==> config.mk <==
export PLATFORM = sky130hd
export DESIGN_NAME = serial_adder
export DESIGN_NICKNAME = d
export VERILOG_FILES = /design/src/rtl/serial_adder_pkg.sv /design/src/rtl/sadd_slice.sv /design/src/rtl/serial_adder.sv
export SDC_FILE = /design/constraint.sdc
export NUM_CORES = 1
export LEC_CHECK = 0
export BUFFER_PORTS_ARGS = -buffer_cell sky130_fd_sc_hd__clkbuf_2
export CORE_AREA = 5 5 42 44
export DETAILED_ROUTE_END_ITERATION = 10
export DIE_AREA = 0 0 47 49
export PLACE_DENSITY = 0.33
export SYNTH_ARGS = -nofsm -noshare
export SYNTH_HDL_FRONTEND = slang
export SYNTH_SLANG_ARGS = --single-unit
export TNS_END_PERCENT = 5
==> constraint.sdc <==
create_clock -name clk -period 0.95 [get_ports clk]
set_input_delay 0.1425 -clock clk [delete_from_list [all_inputs] [get_ports clk]]
set_output_delay 0.1425 -clock clk [all_outputs]
set_load 0.02 [all_outputs]
==> src/rtl/serial_adder_pkg.sv <==
package serial_adder_pkg;
    typedef struct packed {
        logic carry;
        logic sum;
        logic start;
    } sadd_state_t;
endpackage

==> src/rtl/sadd_slice.sv <==
module sadd_slice (
    input  logic x,
    input  logic y,
    input  logic cin,
    output logic s,
    output logic cout
);
    always_comb begin
        s    = x ^ y ^ cin;
        cout = (x & y) | (x & cin) | (y & cin);
    end
endmodule

==> src/rtl/serial_adder.sv <==
module serial_adder
    import serial_adder_pkg::*;
(
    input  logic clk,
    input  logic rst_n,
    input  logic a_in,
    input  logic b_in,
    input  logic word_start,
    output logic sum_out,
    output logic sum_start
);
    sadd_state_t st_d, st_q;
    logic cin_eff;
    logic s_w, c_w;

    sadd_slice u_slice (
        .x   (a_in),
        .y   (b_in),
        .cin (cin_eff),
        .s   (s_w),
        .cout(c_w)
    );

    always_comb begin
        cin_eff     = word_start ? 1'b0 : st_q.carry;
        st_d.carry  = c_w;
        st_d.sum    = s_w;
        st_d.start  = word_start;
    end

    always_ff @(posedge clk) begin
        if (!rst_n) st_q <= '0;
        else        st_q <= st_d;
    end

    assign sum_out   = st_q.sum;
    assign sum_start = st_q.start;


    a_r1_reset_clear: assert property (@(posedge clk)
        !rst_n |=> (!sum_out && !sum_start && !st_q.carry));

    a_r3_lsb_zero_cin: assert property (@(posedge clk) disable iff (!rst_n)
        word_start |=> (sum_out == $past(a_in ^ b_in)));

    a_r4_carry_used: assert property (@(posedge clk) disable iff (!rst_n)
        (!word_start && a_in && b_in) |=> st_q.carry);

    a_r5_start_delay: assert property (@(posedge clk) disable iff (!rst_n)
        $past(rst_n) |-> (sum_start == $past(word_start)));

    a_r2_no_carry_no_gen: assert property (@(posedge clk) disable iff (!rst_n)
        (word_start && !a_in && !b_in) |=> (!sum_out && !st_q.carry));
endmodule

-- Word-level counts from Yosys, hierarchy flattened
Cells that the tools add are included.
- mux-type cells: 1
- bitwise logic cells: 7
- operators by type and width (kind ; count):
    1-bit AND ; 3
    1-bit bitwise OR ; 2
    1-bit bitwise XOR ; 2
    1-bit two-way mux ; 1
- bits in registers: 3
- output and inout bits: 2
- input port bits: 5
- logic and storage cells: 11

-- Logic depth before layout (Yosys ltp)
Gate-level depths: netlist of the first run.
- depth after elaboration: 4
- gate-level depth with buffers: 3
- mapped depth without buffers: 3

-- Cells and area by module
Synthesis of the first run repeated with hierarchy kept, for this count alone.
- cell total of the unflattened synthesis: 8
- area total of the unflattened synthesis: 108.9 sq um
- by module, submodules not included (module ; seq. area each (sq um) ; times used ; area an instance (sq um) ; cells each):
    serial_adder ; 60.1 ; 1 ; 88.8 ; 7
    sadd_slice ; 0.0 ; 1 ; 20.0 ; 1

-- Worst setup path before layout of the first run
No wires, ideal clock.
- path type: register to register
- start point: register st_q[2] (netlist bit)
- end point: register st_q, in the netlist sum_out
- period minus slack after synthesis: 1.017 ns
- data arrival time: 0.903 ns
- buffers on the path: 0
- cell stages (with the launch flop): 4
- path slack: -0.067 ns
- library setup time: 0.114 ns
- required time: 0.836 ns
- cells stage by stage: dfxtp_1 -> nand2b_1 -> fa_1 -> nor2b_4
- longest elaborated chain between the ends: 2
- ends and longest elaborated chain (element ; RTL line ; text):
    start: declaration ; serial_adder.sv:12 ; sadd_state_t st_d, st_q;
    start signal: assignment ; serial_adder.sv:33 ; else st_q <= st_d;
    1-bit two-way mux ; serial_adder.sv:25 ; cin_eff = word_start ? 1'b0 : st_q.carry;
    1-bit bitwise XOR ; sadd_slice.sv:9 ; s = x ^ y ^ cin;
Every way passes these cells.
A chain may end at the register's enable or synchronous reset.

-- Final worst setup path of the first run
Same ends and word-level chain as after synthesis.

==> results of run 1 <==
==> placed cells by master (no fill, tap or decap) <==
master / count
clkbuf_2: 6
clkbuf_1: 1
dfxtp_1: 3
nand2b_1: 1
and2_1: 1
inv_1: 2
fa_1: 1
nor2b_4: 2
clkbuf_4: 3
==> metal layers <==
metal / track usage, % / up-vias
met5: 0 / -
met3: 3.321 / 0
li1: - / 48
met1: 3.956 / 40
met4: 4.147 / 0
met2: 3.846 / 9
==> flip-flops by register name, summed over array words and instances (netlist names) <==
register	count
sum_start	1
sum_out	1
st_q	1
==> through the flow <==
stage / setup TNS, ns / cell area, sq um
final: -0.08201 / 203.9
after global routing: -0.1604 / 203.9
after CTS: -0.08821 / 203.9
after detailed placement: -0.1083 / 177.7
after global placement: -0.08826 / 177.7
after floorplan: -0.06713 / 127.6
==> cell families (layout without fill, tap and decap cells) <==
logic type	count (synthesis)	after routing	share of synthesized area, %
adder cells (fa/ha/maj)	1	1	15.69
AND/OR/NAND/NOR	4	4	31.38
buffers and inverters	2	12	5.885
flip-flops	3	3	47.06
==> final timing paths <==
kind	from	endpoint	cells after the start
setup / recovery	st_q[2]$_SDFF_PN0_	sum_out$_SDFF_PN0_	3
hold / removal	word_start	sum_start$_SDFF_PN0_	2
setup reg to reg	st_q[2]$_SDFF_PN0_	sum_out$_SDFF_PN0_	3
hold reg to reg	st_q[2]$_SDFF_PN0_	sum_out$_SDFF_PN0_	3
==> critical path, stage by stage, from the launching register on <==
cell and delay [ns]:
dfxtp_1 0.30, nand2b_1 0.06, fa_1 0.52, nor2b_4 0.04
==> power by group <==
part	leakage (uW)	total, uW	internal, uW	switching [uW]
clock	0.0000150	227	158	69.1
combinational	0.0000600	50.3	25.9	24.5
sequential	0.0000249	138	135	2.72
==> area by class of cell <==
| type | instances | area, sq um |
|---|---|---|
| tap | 16 | 20.02 |
| clock buffer | 4 | 26.28 |
| timing repair buffer | 6 | 30.03 |
| sequential | 3 | 60.06 |
| multi-input combinational | 5 | 60.06 |
| fill | 172 | 1197 |
| inverter | 2 | 7.507 |
==> impl_metrics.ini, run 1 <==
[outcome]
outcome = complete, but fails checks
violations = setup timing

[placed_design]
post-place-ws_ns = -0.1062
dp_cells = 32
place_congestion = 0.5859
dp_hpwl_um = 221.2
portBuffers = 6

[route]
wirelength_um = 278
detail-route-antenna-nets = 0
viasPerCell = 2.694
wl_met3_um = 46
highest_layer = met3
dr_wl_met2_um = 98
drc = 0
wl_met1_um = 133
first_pass_iters = 2
vias = 97
post_drt_wl_per_cell_um = 7.722
first_iter_violations = 1

[final_layout]
nNetsFinal = 27
areaGrowthSynthToFinish_pct = 59.80
finalNonFillerCells = 36
utilization_pct = 14.55
diodes = 0
drive_gt1_share_pct = 55.00

[synthesis]
synth_commonest_cells = dfxtp_1 (3), inv_1 (2), nor2b_4 (2)
synth_top_area_cell = dfxtp_1
netlist_area_sq_um = 127.6
syn_inst = 10
synth-warning-count = 0
synthTopCellsByArea = dfxtp_1 (47%), nor2b_4 (22%), fa_1 (16%)
syn_nets = 16
synth_edf_count = 0
synthMostInstantiatedCell = dfxtp_1
synthArstFlopShare_pct = 0
syn_area_per_cell_sq_um = 12.76
synth_seq_cells = 3
synth.yosys.seq_area_share_pct = 47.06
yosysTopAreaCellShare_pct = 47.06
ys.flop_type = dfxtp_1
yosysUniqueCellTypes = 6

[sta]
hold_viol = 0
min_period_ns = 1.032
worst_pin_slew_ns = 0.1098
finalMaxSlewViolations = 0
setup_violations = 1
holdWs_ns = 0.1459
rsz0062_at_grt = yes
max_freq_ghz = 0.9690
relSlewSlack_pct = 92.66
fin_crit_sh_pct = 108.6
fin_skew_ns = 0.00003325
worst_slack_ns = -0.08201

[clocking]
cts.clk_slew.worst_paths_ns = 0.04
cts_inserted_buffers = 3
cts-resized-gates = 0
root_buffer = clkbuf_4
cts_sinks = 3
cts_tree = done
cts_setup_buffers = 0
postCtsHoldBufs = 0
htreeDepth = 1
cts_buffer_depth = 2
clock_latency_ns = 0.23

[floorplan]
die_w_um = 47
start_util_pct = 9.107
fp.coreArea_sq_um = 1401
pin_count = 7
rows = 14
dieArea_sq_um = 2303
fp.dieH_um = 49

[power_and_ir_drop]
ir_worst_vdd_mv = 0.6648
power_density_nw_per_um2 = 2035
p_total_uw = 414.9
p_leak_uw = 0.00009987

[setup_path]
worstPathArrival_ns = 1.16
crit_path_end_kind = flop
worst-r2r-setup-slack_ns = -0.08
start_kind = flop
path_max_fanout = 1
path_class = flop to flop
required_ns = 1.08

[global_routing]
grt-ovfl-total = 0
grt_max_degree = 4
gr-usage-all-layers_pct = 3.732
first_global_vias = 120
grt_pass1_wl_um = 503
grt_antenna_before_repair = 0

[min_path]
hold_path.class = input port to flop

[run]
maxCapViolCount = 0
(Power assumes the default switching activity.)
==> run 2: changes to the inputs <==
--- a/config.mk
+++ b/config.mk
@@ -10,4 +10,5 @@
 export DETAILED_ROUTE_END_ITERATION = 10
 export DIE_AREA = 0 0 47 49
+export MAX_ROUTING_LAYER = met4
 export PLACE_DENSITY = 0.33
 export SYNTH_ARGS = -nofsm -noshare
==> constraint.sdc (replaced) <==
create_clock -name clk -period 0.95 [get_ports clk]
set_input_delay 0.1425 -clock clk [delete_from_list [all_inputs] [get_ports clk]]
set_output_delay 0.1425 -clock clk [all_outputs]
set_load 0.1 [all_outputs]
==> impl_metrics.ini, run 2 (synthesized netlist as in run 1, its figures left out) <==
[route]
first_iter_violations = 1
vias = 94
detail-route-antenna-nets = 0
first_pass_iters = 2
drc = 0
wirelength_um = 257
post_drt_wl_per_cell_um = 7.139
viasPerCell = 2.611

[clocking]
cts.clk_slew.worst_paths_ns = 0.04
htreeDepth = 1
cts_inserted_buffers = 3
clock_latency_ns = 0.24
cts_sinks = 3
cts_tree = done
root_buffer = clkbuf_4
cts_buffer_depth = 2
cts_setup_buffers = 0

[outcome]
outcome = complete, but fails checks
violations = setup timing

[final_layout]
seqCellArea_sq_um = 62.56
nNetsFinal = 27
fillerInstances = 172
drive_gt1_share_pct = 65.00
final_cell_mix = clkbuf_2 (4), clkbuf_4 (3)
diodes = 0
layout_commonest_cell = clkbuf_2
multiInputGateArea_sq_um = 60.06
areaGrowthSynthToFinish_pct = 85.29
utilization_pct = 16.88

[sta]
max_freq_ghz = 0.9644
worst_slack_ns = -0.08694
finalMaxSlewViolations = 0
hold_viol = 0
min_period_ns = 1.037
relSlewSlack_pct = 92.50
worst_pin_slew_ns = 0.1122
setup_tns_ns = -0.08694
rsz0062_at_grt = yes
setup_violations = 1
fin_crit_sh_pct = 109.2
fin_skew_ns = 0.004167

[floorplan]
fp.dieH_um = 49
rows = 14
dieArea_sq_um = 2303
start_util_pct = 9.107
die_w_um = 47
pin_count = 7
fp.coreArea_sq_um = 1401

[setup_path]
path_max_fanout = 1
start_kind = flop
worst-r2r-setup-slack_ns = -0.09
required_ns = 1.08
crit_path_end_kind = flop
path_class = flop to flop
worstPathArrival_ns = 1.16

[run]
maxCapViolCount = 0

[power_and_ir_drop]
p_total_uw = 476.9
ir_worst_vdd_mv = 0.4108
power_density_nw_per_um2 = 2017
p_leak_uw = 0.0001092

[global_routing]
grt_max_degree = 4
grt-ovfl-total = 0
gr-usage-all-layers_pct = 3.613
grt_pass1_wl_um = 407
grt_antenna_before_repair = 0
first_global_vias = 111

[placed_design]
place_congestion = 0.6291
post-place-ws_ns = -0.1161
portBuffers = 6

[min_path]
hold_path.class = input port to flop
[run 2: path summary, 6_finish.rpt]
path | from | end | cells after the start
worst max-delay path | st_q[2]$_SDFF_PN0_ | sum_out$_SDFF_PN0_ | 3
worst max register to register | st_q[2]$_SDFF_PN0_ | sum_out$_SDFF_PN0_ | 3
worst min-delay path | word_start | sum_start$_SDFF_PN0_ | 2
worst min register to register | st_q[2]$_SDFF_PN0_ | sum_out$_SDFF_PN0_ | 3
[run 2: timing repair]
item	CTS	global route
hold endpoints to repair	0	0
resized for setup	1	0
hold buffers	0	0
setup endpoints to repair	2	2
[run 2: power breakdown]
group,internal [uW],total [uW],switching [uW]
clock network,158,227,69.0
logic,45.4,108,62.8
registers,137,142,5.48
[run 2: layout make-up]
class | count | area share [%]
multi-input cells | 5 | 25.40
flip-flops and latches | 3 | 26.46
clock buffers | 4 | 11.11
repair buffers | 6 | 25.40
well taps | 16 | 8.466
inverters | 2 | 3.175
[run 2: critical path, stage by stage, from the launching register on]
cell and delay [ns]:
dfxtp_2 0.30, nand2b_1 0.06, fa_1 0.53, nor2b_4 0.04
[run 2: metrics by stage]
| stage | area [sq um] | instances | hold slack, ns |
|---|---|---|---|
| after floorplan | 128.9 | 10 | 0.2642 |
| after global placement | 209.0 | 32 | 0.3705 |
| after detailed placement | 209.0 | 32 | 0.3717 |
| after CTS | 236.5 | 36 | 0.1194 |
| after global routing | 236.5 | 36 | 0.1340 |
| final | 236.5 | 36 | 0.1328 |
[run 2: routing by layer]
layer | vias to the layer above | track usage (%) | wire length [um] | share of wire, %
met1 | 39 | 2.203 | 99 | 39
met2 | 7 | 2.941 | 95 | 37
li1 | 48 | - | - | -
met3 | 0 | 5.535 | 63 | 25
met5 | - | - | 0 | 0
met4 | 0 | 5.530 | 0 | 0
